--- src/rtl/irq_latch_pkg.sv ---
package irq_latch_pkg;

  localparam int OFF_SEG  = 'h24;
  localparam int OFF_SIZE = 'h28;
  localparam int OFF_CTRL = 'h30;
  localparam int OFF_MASK = 'h34;
  localparam int OFF_STAT = 'h38;
  localparam int OFF_ERR  = 'h40;

  localparam int CTRL_EN_BIT = 31;
  localparam int CTRL_AC_BIT = 23;

  localparam logic [31:0] SIZE_RESET = 32'h0200_0000;

  typedef struct packed {
    logic wrSeg;
    logic wrSize;
    logic wrCtrl;
    logic wrMask;
    logic wrStat;
  } wrStrobe_t;

  typedef enum logic [2:0] {
    SEL_SEG,
    SEL_SIZE,
    SEL_CTRL,
    SEL_MASK,
    SEL_STAT,
    SEL_ERR,
    SEL_NONE
  } rdSel_t;

endpackage

--- src/rtl/irq_latch_ctrl.sv ---
module irq_latch_ctrl
  import irq_latch_pkg::*;
#(
  parameter int ADDR_W = 8
) (
  input  logic              regWrEn,
  input  logic [ADDR_W-1:0] regAddr,
  output wrStrobe_t         strb,
  output rdSel_t            rdSel
);

  always_comb begin
    rdSel = SEL_NONE;
    if (regAddr == ADDR_W'(OFF_SEG))       rdSel = SEL_SEG;
    else if (regAddr == ADDR_W'(OFF_SIZE)) rdSel = SEL_SIZE;
    else if (regAddr == ADDR_W'(OFF_CTRL)) rdSel = SEL_CTRL;
    else if (regAddr == ADDR_W'(OFF_MASK)) rdSel = SEL_MASK;
    else if (regAddr == ADDR_W'(OFF_STAT)) rdSel = SEL_STAT;
    else if (regAddr == ADDR_W'(OFF_ERR))  rdSel = SEL_ERR;
  end

  always_comb begin
    strb        = '0;
    strb.wrSeg  = regWrEn && (rdSel == SEL_SEG);
    strb.wrSize = regWrEn && (rdSel == SEL_SIZE);
    strb.wrCtrl = regWrEn && (rdSel == SEL_CTRL);
    strb.wrMask = regWrEn && (rdSel == SEL_MASK);
    strb.wrStat = regWrEn && (rdSel == SEL_STAT);
  end

endmodule

--- src/rtl/irq_latch_dp.sv ---
module irq_latch_dp
  import irq_latch_pkg::*;
#(
  parameter int NUM_IRQ     = 16,
  parameter int DATA_W      = 32,
  parameter int SYNC_STAGES = 2
) (
  input  logic               clk,
  input  logic               rst_n,
  input  logic               routeMode,
  input  logic [NUM_IRQ-1:0] devIrq,
  input  wrStrobe_t          strb,
  input  rdSel_t             rdSel,
  input  logic               regRdEn,
  input  logic [DATA_W-1:0]  regWrData,
  output logic [DATA_W-1:0]  regRdData,
  output logic [NUM_IRQ-1:0] activeVec
);

  localparam int PAD_W = DATA_W - NUM_IRQ;

  logic [SYNC_STAGES-1:0][NUM_IRQ-1:0] syncStage;
  logic [NUM_IRQ-1:0] syncLvl, prevLvl, riseVec, fallVec;
  logic [NUM_IRQ-1:0] irqStatus, wdMapped, maskPerIrq, clrWrite, clrAuto;
  logic [DATA_W-1:0]  segReg, sizeReg, ctrlReg, maskReg, statusWord;
  logic               autoClrOn;

  // input synchronizer and edge detection
  always_ff @(posedge clk) begin
    if (!rst_n) begin
      syncStage <= '0;
      prevLvl   <= '0;
    end else begin
      syncStage <= {syncStage[SYNC_STAGES-2:0], devIrq};
      prevLvl   <= syncLvl;
    end
  end

  assign syncLvl = syncStage[SYNC_STAGES-1];
  assign riseVec = syncLvl & ~prevLvl;
  assign fallVec = ~syncLvl & prevLvl;

  // line n lives in word bit DATA_W-1-n
  for (genvar n = 0; n < NUM_IRQ; n++) begin : g_map
    assign wdMapped[n]              = regWrData[DATA_W-1-n];
    assign maskPerIrq[n]            = maskReg[DATA_W-1-n];
    assign statusWord[DATA_W-1-n]   = irqStatus[n];
  end
  if (PAD_W > 0) begin : g_pad
    assign statusWord[PAD_W-1:0] = '0;
  end

  assign autoClrOn = routeMode && ctrlReg[CTRL_AC_BIT];
  assign clrWrite  = strb.wrStat ? (wdMapped & ~syncLvl) : '0;
  assign clrAuto   = autoClrOn ? fallVec : '0;

  always_ff @(posedge clk) begin
    if (!rst_n) begin
      irqStatus <= '0;
      segReg    <= '0;
      sizeReg   <= SIZE_RESET[DATA_W-1:0];
      ctrlReg   <= '0;
      maskReg   <= '0;
    end else begin
      irqStatus <= (irqStatus & ~clrWrite & ~clrAuto) | riseVec;
      if (strb.wrSeg)  segReg  <= regWrData;
      if (strb.wrSize) sizeReg <= regWrData;
      if (strb.wrCtrl) ctrlReg <= regWrData;
      if (strb.wrMask) maskReg <= regWrData;
    end
  end

  assign activeVec = ctrlReg[CTRL_EN_BIT] ? (irqStatus & maskPerIrq) : '0;

  always_comb begin
    regRdData = '0;
    if (regRdEn) begin
      case (rdSel)
        SEL_SEG:  regRdData = segReg;
        SEL_SIZE: regRdData = sizeReg;
        SEL_CTRL: regRdData = ctrlReg;
        SEL_MASK: regRdData = maskReg;
        SEL_STAT: regRdData = statusWord;
        SEL_ERR:  regRdData = '0;
        default:  regRdData = '1;
      endcase
    end
  end


  held_line_not_cleared_chk: assert property (@(posedge clk) disable iff (!rst_n)
    strb.wrStat |=> ((($past(irqStatus) & $past(syncLvl)) & ~irqStatus) == '0));


  set_only_on_rise_chk: assert property (@(posedge clk) disable iff (!rst_n)
    (riseVec == '0) |=> ((irqStatus & ~$past(irqStatus)) == '0));


  no_spurious_clear_chk: assert property (@(posedge clk) disable iff (!rst_n)
    (!strb.wrStat && !autoClrOn) |=> (($past(irqStatus) & ~irqStatus) == '0));


  size_hold_chk: assert property (@(posedge clk) disable iff (!rst_n)
    !strb.wrSize |=> $stable(sizeReg));

endmodule

--- src/rtl/irq_latch_top.sv ---
module irq_latch_top
  import irq_latch_pkg::*;
#(
  parameter int NUM_IRQ     = 16,
  parameter int DATA_W      = 32,
  parameter int ADDR_W      = 8,
  parameter int SYNC_STAGES = 2
) (
  input  logic               clk,
  input  logic               rst_n,
  input  logic               routeMode,
  input  logic [NUM_IRQ-1:0] devIrq,
  input  logic               regWrEn,
  input  logic               regRdEn,
  input  logic [ADDR_W-1:0]  regAddr,
  input  logic [DATA_W-1:0]  regWrData,
  output logic [DATA_W-1:0]  regRdData,
  output logic [NUM_IRQ-1:0] activeVec
);

  wrStrobe_t strb;
  rdSel_t    rdSel;

  irq_latch_ctrl #(.ADDR_W(ADDR_W)) u_ctrl (
    .regWrEn (regWrEn),
    .regAddr (regAddr),
    .strb    (strb),
    .rdSel   (rdSel)
  );

  irq_latch_dp #(
    .NUM_IRQ     (NUM_IRQ),
    .DATA_W      (DATA_W),
    .SYNC_STAGES (SYNC_STAGES)
  ) u_dp (
    .clk       (clk),
    .rst_n     (rst_n),
    .routeMode (routeMode),
    .devIrq    (devIrq),
    .strb      (strb),
    .rdSel     (rdSel),
    .regRdEn   (regRdEn),
    .regWrData (regWrData),
    .regRdData (regRdData),
    .activeVec (activeVec)
  );

endmodule

--- config.mk ---
export PLATFORM = sky130hd
export DESIGN_NAME = irq_latch_top
export DESIGN_NICKNAME = d
export VERILOG_FILES = /design/src/rtl/irq_latch_pkg.sv /design/src/rtl/irq_latch_ctrl.sv /design/src/rtl/irq_latch_dp.sv /design/src/rtl/irq_latch_top.sv
export SDC_FILE = /design/constraint.sdc
export NUM_CORES = 1
export LEC_CHECK = 0
export CORE_ASPECT_RATIO = 1.5
export CORE_UTILIZATION = 59
export DETAILED_ROUTE_END_ITERATION = 6
export PLACE_DENSITY_LB_ADDON = 0.1
export SYNTH_ARGS = -nofsm -noshare
export SYNTH_HDL_FRONTEND = slang
export SYNTH_SLANG_ARGS = --single-unit
--- constraint.sdc ---
create_clock -name clk -period 4.18 [get_ports clk]
set_input_delay 0.836 -clock clk [delete_from_list [all_inputs] [get_ports clk]]
set_output_delay 0.836 -clock clk [all_outputs]
set_load 0.01 [all_outputs]
Yosys cells after proc, flatten, opt, wreduce, memory -nomap -nowiden

Index checks and enable logic that the tools add are counted.

Register bits: 192
Output and inout bits: 48
Word-level logic and storage cells: 48
Bits of input ports: 61

Mux-type cells: 11
Equality and inequality tests: 11
Bitwise operators: 11
Reduce and logical (&&, ||, !) cells: 7

Operators by type and width:

| cell                                          | number |
|---|---|
| one-hot mux 32 bit (6 select lines)           | 1 |
| bitwise AND 16 bit                            | 6 |
| NOT 16 bit                                    | 4 |
| 2-to-1 mux 16 bit                             | 3 |
| == test 8 x 6 -> 1 bit, second input constant | 5 |
| 2-to-1 mux 32 bit                             | 1 |
| OR 16 bit                                     | 1 |
| 2-to-1 mux 3 bit                              | 5 |
| == test 8 x 7 -> 1 bit, second input constant | 1 |
| == test 3 x 2 -> 1 bit, second input constant | 2 |
| == test 3 bit, second input constant          | 2 |
| logical AND 1 bit                             | 6 |
| == test 3 x 1 -> 1 bit, second input constant | 1 |
| logical NOT 3 bit                             | 1 |
| 2-to-1 mux 2 bit                              | 1 |

Longest topological paths before layout

Gate-level depths: netlist (run 1).

Depth after elaboration: 14
Depth in mapped cells: 6
Mapped depth without buffers: 4

By module

A second synthesis (run 1) with hierarchy kept.

Cells, all modules: 844
Area, all modules: 8,465.6 sq um

Modules (own cells, without submodules):

| module         | times used | cells each | area each (sq um) | seq. area each (sq um) |
|---|---|---|---|---|
| irq_latch_dp   | 1          | 820        | 8,313.0           | 3,843.7 |
| irq_latch_ctrl | 1          | 24         | 152.6             | 0.0 |

Least setup slack after synthesis (run 1)

OpenSTA, ideal clock, no wires.

Path type: input -> output
From: input port regAddr[4]
To: output port regRdData[10]
Arrival time: 2.204 ns
Stages: 6
Path slack: 1.140 ns
Data required time: 3.344 ns
Path buffers: 2
Path through: buf_2 -> or4b_1 -> o31ai_1 -> a31oi_1 -> clkbuf_1 -> or2_1

Cells in the longest elaborated chain, start to end: 10
Elaborated cells between the ends (all ways): 20
Those cells by class: eq/ne: 11; mux: 8; reduce/logical: 1

RTL lines:

| item                                        | RTL line             | RTL |
|---|---|---|
| start: declaration                          | irq_latch_top.sv:15  | `input logic [ADDR_W-1:0] regAddr,` |
| == test 8 x 7 -> 1 bit                      | irq_latch_ctrl.sv:19 | `else if (regAddr == ADDR_W'(OFF_ERR)) rdSel = SEL_ERR;` |
| 2-to-1 mux 2 bit                            | irq_latch_ctrl.sv:19 |  |
| 2-to-1 mux 3 bit                            | irq_latch_ctrl.sv:18 | `else if (regAddr == ADDR_W'(OFF_STAT)) rdSel = SEL_STAT;` |
| 2-to-1 mux 3 bit                            | irq_latch_ctrl.sv:17 | `else if (regAddr == ADDR_W'(OFF_MASK)) rdSel = SEL_MASK;` |
| 2-to-1 mux 3 bit                            | irq_latch_ctrl.sv:16 | `else if (regAddr == ADDR_W'(OFF_CTRL)) rdSel = SEL_CTRL;` |
| 2-to-1 mux 3 bit                            | irq_latch_ctrl.sv:15 | `else if (regAddr == ADDR_W'(OFF_SIZE)) rdSel = SEL_SIZE;` |
| 2-to-1 mux 3 bit (*)                        | irq_latch_ctrl.sv:14 | `if (regAddr == ADDR_W'(OFF_SEG)) rdSel = SEL_SEG;` |
| == test 3 bit, or another cell as far along | irq_latch_dp.sv:78   | `case (rdSel)` |
| one-hot mux 32 bit (6 select lines) (*)     | irq_latch_dp.sv:78   |  |
| 2-to-1 mux 32 bit (*)                       | irq_latch_dp.sv:77   | `if (regRdEn) begin` |
| end: declaration                            | irq_latch_top.sv:17  | `output logic [DATA_W-1:0] regRdData,` |

Mark *: on every way between the ends. The rest lies on a longest branch, timed or not.

Worst setup path after layout (run 1)

From: input port regAddr[6]
To: output port regRdData[26]

Same word-level chain as after synthesis.

==> qor.yml, run 1 <==
tightest_slew_ps: 1180
fin_ws_ps: 79.5
grt_pass1_wl_um: 30600
crit_type: "in -> out"
design.die.area_mm2: 0.0138
cts_tree: "yes"
power_uw: 3640
die_x_um: 96.2
antenna_found_initial: 0
stdcell_count: 1122
die_h_um: 143
grt_util_all_layers_pct: 28.8
synth-seq-cells: 192
routed-via-count: 6824
ant_nets: 0
ys.flop_type: "dfxtp_1"
post_cts_buffers: 0
dp.cells: 1089
layout_commonest_cell: "dfxtp_1"
max-slew-margin-rel_pct: 21.1
fillers: 919
synth-edff-count: 0
hold_viol_final: 0
cp_max_fo: 32
pre_cts_slack_ps: -192
start_util_pct: 60.6
netlist_instances: 877
cts_sinks: 192
ys_types: 37
worstPathRequired_ps: 3340
synthMuxAreaShare_pct: 8.54
vias_per_cell: 6.08
syn_area_per_cell_um2: 8.95
synth_compound_area_share_pct: 17.1
numCtsBuffers: 17
hp-class: "reg -> reg"
cp_data_arrival_time_ps: 3260
r2r_cells: 4
setup_violations: 0
fmax_mhz: 244
peakVddDrop_mv: 0.299
cts.path.max_buffers: 2
grt_max_degree: 136
drv_cap: 0
p_leak_uw: 0.00364
period_minus_slack_ps: 4100
synth_top_family_by_area: "simple AND/OR/NAND/NOR gates"
finish.instance_area_mm2: 0.00962
grt_pass1_vias: 6546
status: "finished, final reports clean"
p_per_area_mw_per_mm2: 378
cp-start-kind: "input port"
core_area_mm2: 0.0130
place_hpwl_um: 11900
final_cell_mix: "dfxtp_1, clkdlybuf4s50_1, nand3_1"
cp-end-kind: "primary output"
drc: 0
synthAdderAreaFrac_pct: 0
areaGrowthSynthToFinish_pct: 22.6
wl_per_cell_um: 17.5
clk_latency_ps: 420
min_period_over_period_pct: 98.1
wl_um: 19700
syn-num-nets: 938
holdPathStages: 1
ys_warn_count: 0
fin_skew_ps: 7.72
cts.clk_slew.worst_paths_ps: 70
synthArstFlopShare_pct: 0
rsz0062_at_grt: "true"
tns_ps: 0
firstDrtPassIters: 7
gpl.final_weighted_congestion: 0.765
io_buffers: 108
antennaDiodeCount: 0
synth_xor_area_share_pct: 0
fin_nets: 1011
netlist_area_mm2: 0.00785
synthSimpleGateAreaFrac_pct: 20.0
yosysSeqAreaShare_pct: 49.0
cts-htree-levels: 4
grt_overflow: 0
cts-root-buf: "clkbuf_16"
rows: 51
drtIter0Drc: 546
layout-drive-gt1-share_pct: 8.20
dpl_cell_area_mm2: 0.00903
slew_violations: 0
io_pins: 109
==> cells in the mapped netlist (30+ instances only) <==
cell type	count	area share, %
and2_1	49	3.9
nand2_1	79	3.8
inv_1	30	1.4
mux2i_1	49	6.2
o21ai_0	76	4.8
nand3_1	101	6.4
dfxtp_1	192	49
o21ai_1	33	2.1
o22ai_1	32	2.6
or2_1	30	2.4
a22oi_1	48	4.6
clkbuf_1	53	2.5
==> where the power goes <==
group          leakage (uW)  internal (uW)  switching, uW  total, uW
clock              0.000260            790            706       1500
sequential          0.00156           1860           16.6       1870
combinational       0.00182            133            138        271
total               0.00364           2780            860       3640
==> final cells by class <==
class	count	area [um2]	area share [%]
clock inverter	12	100	1.04
inverter	30	113	1.17
clock buffer	20	447	4.64
timing repair buffer	127	1270	13.2
multi-input combinational	582	3650	37.9
sequential	192	3840	39.9
tap	159	199	2.07
==> what timing repair did <==
action                                  CTS  global route
pin swaps                                 0             1
gates cloned                              0             1
hold buffers                              0             0
gates resized for setup                   2             2
endpoints found under the setup margin   32             3
==> layer usage <==
metal	GRT usage, %	up-vias	share of wire [%]
met3	5.06	36	5.1
met2	51.2	233	51
li1	-	3260	-
met4	9.74	0	2.1
met5	0	-	0
met1	34.2	3295	41
==> registers in the layout, summed over array words and instances, names as in the netlist <==
name / flops
u_dp.ctrlReg: 32
u_dp.irqStatus: 16
u_dp.maskReg: 32
u_dp.prevLvl: 16
u_dp.segReg: 32
u_dp.sizeReg: 32
u_dp.syncLvl: 16
u_dp.syncStage: 16
==> worst max-delay path, stage by stage <==
cell,delay (ps)
clkdlybuf4s50_1,480
nor3b_4,380
buf_4,240
nand3b_1,100
buf_4,280
o22ai_1,250
or2_1,150
clkdlybuf4s50_1,540
==> worst paths after layout <==
check	slack (ps)	startpoint	end
min reg2reg	430	u_dp.syncStage[7]$_SDFF_PN0_	u_dp.syncLvl[7]$_SDFF_PN0_
min	430	u_dp.syncStage[7]$_SDFF_PN0_	u_dp.syncLvl[7]$_SDFF_PN0_
max	80	regAddr[6]	regRdData[26]
max reg2reg	2710	u_dp.ctrlReg[23]$_SDFFE_PN0P_	u_dp.irqStatus[10]$_SDFF_PN0_
==> per-stage QoR <==
stage / hold slack, ps / util [%]
2_1_floorplan: 412 / -
3_3_place_gp: 414 / 69.7
3_5_place_dp: 419 / 69.7
4_1_cts: 437 / 74.1
5_1_grt: 445 / 74.3
6_report: 434 / 74.3
==> cell families (layout without fill, tap and decap cells) <==
| logic type | Yosys count | after routing |
|---|---|---|
| and+or+nand+nor | 292 | 292 |
| AOI/OAI and AO/OA | 224 | 225 |
| DFF | 192 | 192 |
| buffers and inverters | 104 | 189 |
| muxes | 65 | 65 |
Power figures use the tool's default switching activity.
==> run 2, diff against run 1 <==
- ABC_AREA: unset -> 1
- CELL_PAD_IN_SITES_DETAIL_PLACEMENT: unset -> 0
- CELL_PAD_IN_SITES_GLOBAL_PLACEMENT: unset -> 2
- CORE_UTILIZATION: 59 -> 34
==> run 2 against run 1 <==
  * Routed wire length grew 27%
  * Hold slack worse by 22 ps
  * Final cell count increased by 41%
  * Final area up 7.7%
  * Sequential share of layout area decreased by 2.8 points
  * Utilization decreased by 32 points
  * Critical path depth increased by 2
==> qor.yml, run 2 <==
min_period_over_period_pct: 92.4  # -5.7 points
ys_types: 21  # -43%
cts_resized: 0  # -2
place_hpwl_um: 16200  # +36%
cts.clk_slew.worst_paths_ps: 70  # about the same
grt_max_degree: 75  # -45%
fin_util_pct: 42.6  # -32 points
ys.flop_type: "dfxtp_1"
drc: 0  # unchanged
hp-class: "reg -> reg"
crit_top_cell: "clkdlybuf4s50_1"
routed-via-count: 7567  # +11%
status: "finished, final reports clean"
cts_tree: "yes"
cp_top_family: "buffers and inverters"
io_buffers: 108  # unchanged
antennaDiodeCount: 0  # unchanged
grt_pass1_vias: 7175  # +9.6%
drtIter0Drc: 365  # -33%
max-slew-margin-rel_pct: 44.4  # +23 points
antenna_found_initial: 0  # unchanged
die_h_um: 195  # +36%
design.die.area_mm2: 0.0254  # +84%
cts.path.max_buffers: 2  # unchanged
syn_area_per_cell_um2: 7.20  # -20%
firstDrtPassIters: 6  # -1
clk_latency_ps: 440  # +20 ps
dp.cells: 1550  # +42%
hold_viol_final: 0  # unchanged
p_leak_uw: 0.00393  # +7.9%
tns_ps: 0  # unchanged
wl_um: 25000  # +27%
yosysMostFrequentCell: "nand2_1"
peakVddDrop_mv: 0.289  # -3.5%
cts-htree-levels: 4  # unchanged
cts_sinks: 192  # unchanged
synth_top_area_share_pct: 45.6  # -3.3 points
syn-num-nets: 1230  # +31%
rows: 70  # +37%
wl_per_cell_um: 15.8  # -10%
ant_nets: 0  # unchanged
yosysTopAreaCell: "dfxtp_1"
numCtsBuffers: 17  # unchanged
post_cts_buffers: 0  # unchanged
vias_per_cell: 4.78  # -21%
grt_util_all_layers_pct: 20.5  # -8.2 points
critPathBufInv: 4  # unchanged
cp-end-kind: "primary output"
rsz0062_at_grt: "false"
tightest_slew_ps: 831  # -353 ps
crit_type: "in -> out"
ys_warn_count: 0  # unchanged
layout-drive-gt1-share_pct: 8.90  # +0.70 points
fin_nets: 1306  # +29%
gpl.final_weighted_congestion: 0.726  # -5.1%
synthTopCellsByArea: "dfxtp_1, nand2_1, nand3_1"
slowest_delay_ps: 560  # +20 ps
p_per_area_mw_per_mm2: 375  # -0.96%
core_area_mm2: 0.0243  # +88%
ctsHoldBuffers: 0  # unchanged
io_pins: 109  # unchanged
pre_cts_slack_ps: 271  # +463 ps
synthArstFlopShare_pct: 0  # unchanged
yosysSeqAreaShare_pct: 45.6  # -3.3 points
fin_skew_ps: 8.20  # +0.484 ps
areaGrowthSynthToFinish_pct: 23.0
grt_pass1_wl_um: 39500  # +29%
slew_violations: 0  # unchanged
stdcell_count: 1582  # +41%
synth-edff-count: 0  # unchanged
period_minus_slack_ps: 3860  # -238 ps
worstPathRequired_ps: 3340  # about the same
start_util_pct: 34.6  # -26 points
path_cells: "clkdlybuf4s50_1 > nand2_1 > nor2_4 > buf_12 > buf_4 > nand3_1 > o21ai_0 > nor2_1 > a21oi_1 > clkdlybuf4s50_1"
power_uw: 3880  # +6.6%
cts-root-buf: "clkbuf_16"
ys_top_cells_by_count: "nand2_1, dfxtp_1, nand3_1"
drv_cap: 0  # unchanged
die_x_um: 130  # +36%
final_cell_mix: "nand2_1, dfxtp_1, nand3_1"
fmax_mhz: 259  # +6.2%
cp_max_fo: 35  # +9.4%
netlist_instances: 1169  # +33%
setup_violations: 0  # unchanged
cp_data_arrival_time_ps: 3030  # -230 ps
netlist_area_mm2: 0.00842  # +7.3%
cp-start-kind: "input port"
rrSetupSlack_ps: 2890  # +180 ps
fin_ws_ps: 318  # +238 ps
layout_commonest_cell: "nand2_1"
synth-seq-cells: 192  # unchanged
grt_overflow: 0  # unchanged
critPathSlowestCell: "clkdlybuf4s50_1"
==> run 2: changes by cell type after synthesis, moves of 30 or more <==
cell / previous run / this run
a21oi_2: 0 / 30
inv_1: 30 / 110
o22ai_1: 32 / 0
nand3_1: 101 / 157
a22oi_1: 48 / 0
a21oi_1: 15 / 99
nand2_1: 79 / 236
and2_1: 49 / 0
or2_1: 30 / 0
mux2i_1: 49 / 0
nor2_1: 1 / 117
==> run 2: metal layers <==
metal	track usage [%]	part of all wire (%)
met3	3.19	2.7
met2	36.1	51
met5	0	0
met1	25.7	46
met4	5.11	0.98
==> run 2: cell families after synthesis <==
kind of cell	share of synthesized area, %
compound gates	17.0
simple gates	27.0
buf+inv	10.3
flops	45.6
==> run 2: path summary, 6_finish.rpt <==
| check | from | depth (start not counted) | to |
|---|---|---|---|
| max | regAddr[2] | 10 | regRdData[0] |
| min reg2reg | u_dp.syncStage[1]$_SDFF_PN0_ | 2 | u_dp.syncLvl[1]$_SDFF_PN0_ |
| min | u_dp.syncStage[1]$_SDFF_PN0_ | 2 | u_dp.syncLvl[1]$_SDFF_PN0_ |
| max reg2reg | u_dp.ctrlReg[23]$_SDFFE_PN0P_ | 5 | u_dp.irqStatus[3]$_SDFF_PN0_ |
==> run 2: cell type report <==
cell class              instances  area, um2
flip-flops and latches        192       3840
multi-input cells             783       3720
clock inverters                11        153
clock buffers                  21        460
fillers                      2663      14000
well taps                     324        405
inverters                     114        428
repair buffers                137       1350
==> run 2: worst register-to-register path, delay by kind of cell, from the launching register on <==
family                 cells  cell delay [ps]
AO/OA/AOI/OAI              2              230
flip-flops                 1              380
buffers and inverters      1              420
AND/OR/NAND/NOR            2              150
==> run 2: metrics by stage <==
| stage | cell area, um2 | hold slack, ps |
|---|---|---|
| floorplan | 8420 | 390 |
| global placement | 9750 | 391 |
| detailed placement | 9750 | 397 |
| CTS | 10400 | 414 |
| global route | 10400 | 429 |
| finish | 10400 | 412 |
==> run 2: power breakdown <==
| part | internal (uW) | total (uW) | switching, uW |
|---|---|---|---|
| logic | 122 | 280 | 158 |
| clock network | 981 | 1730 | 748 |
| registers | 1860 | 1870 | 14.9 |
| total | 2960 | 3880 | 921 |
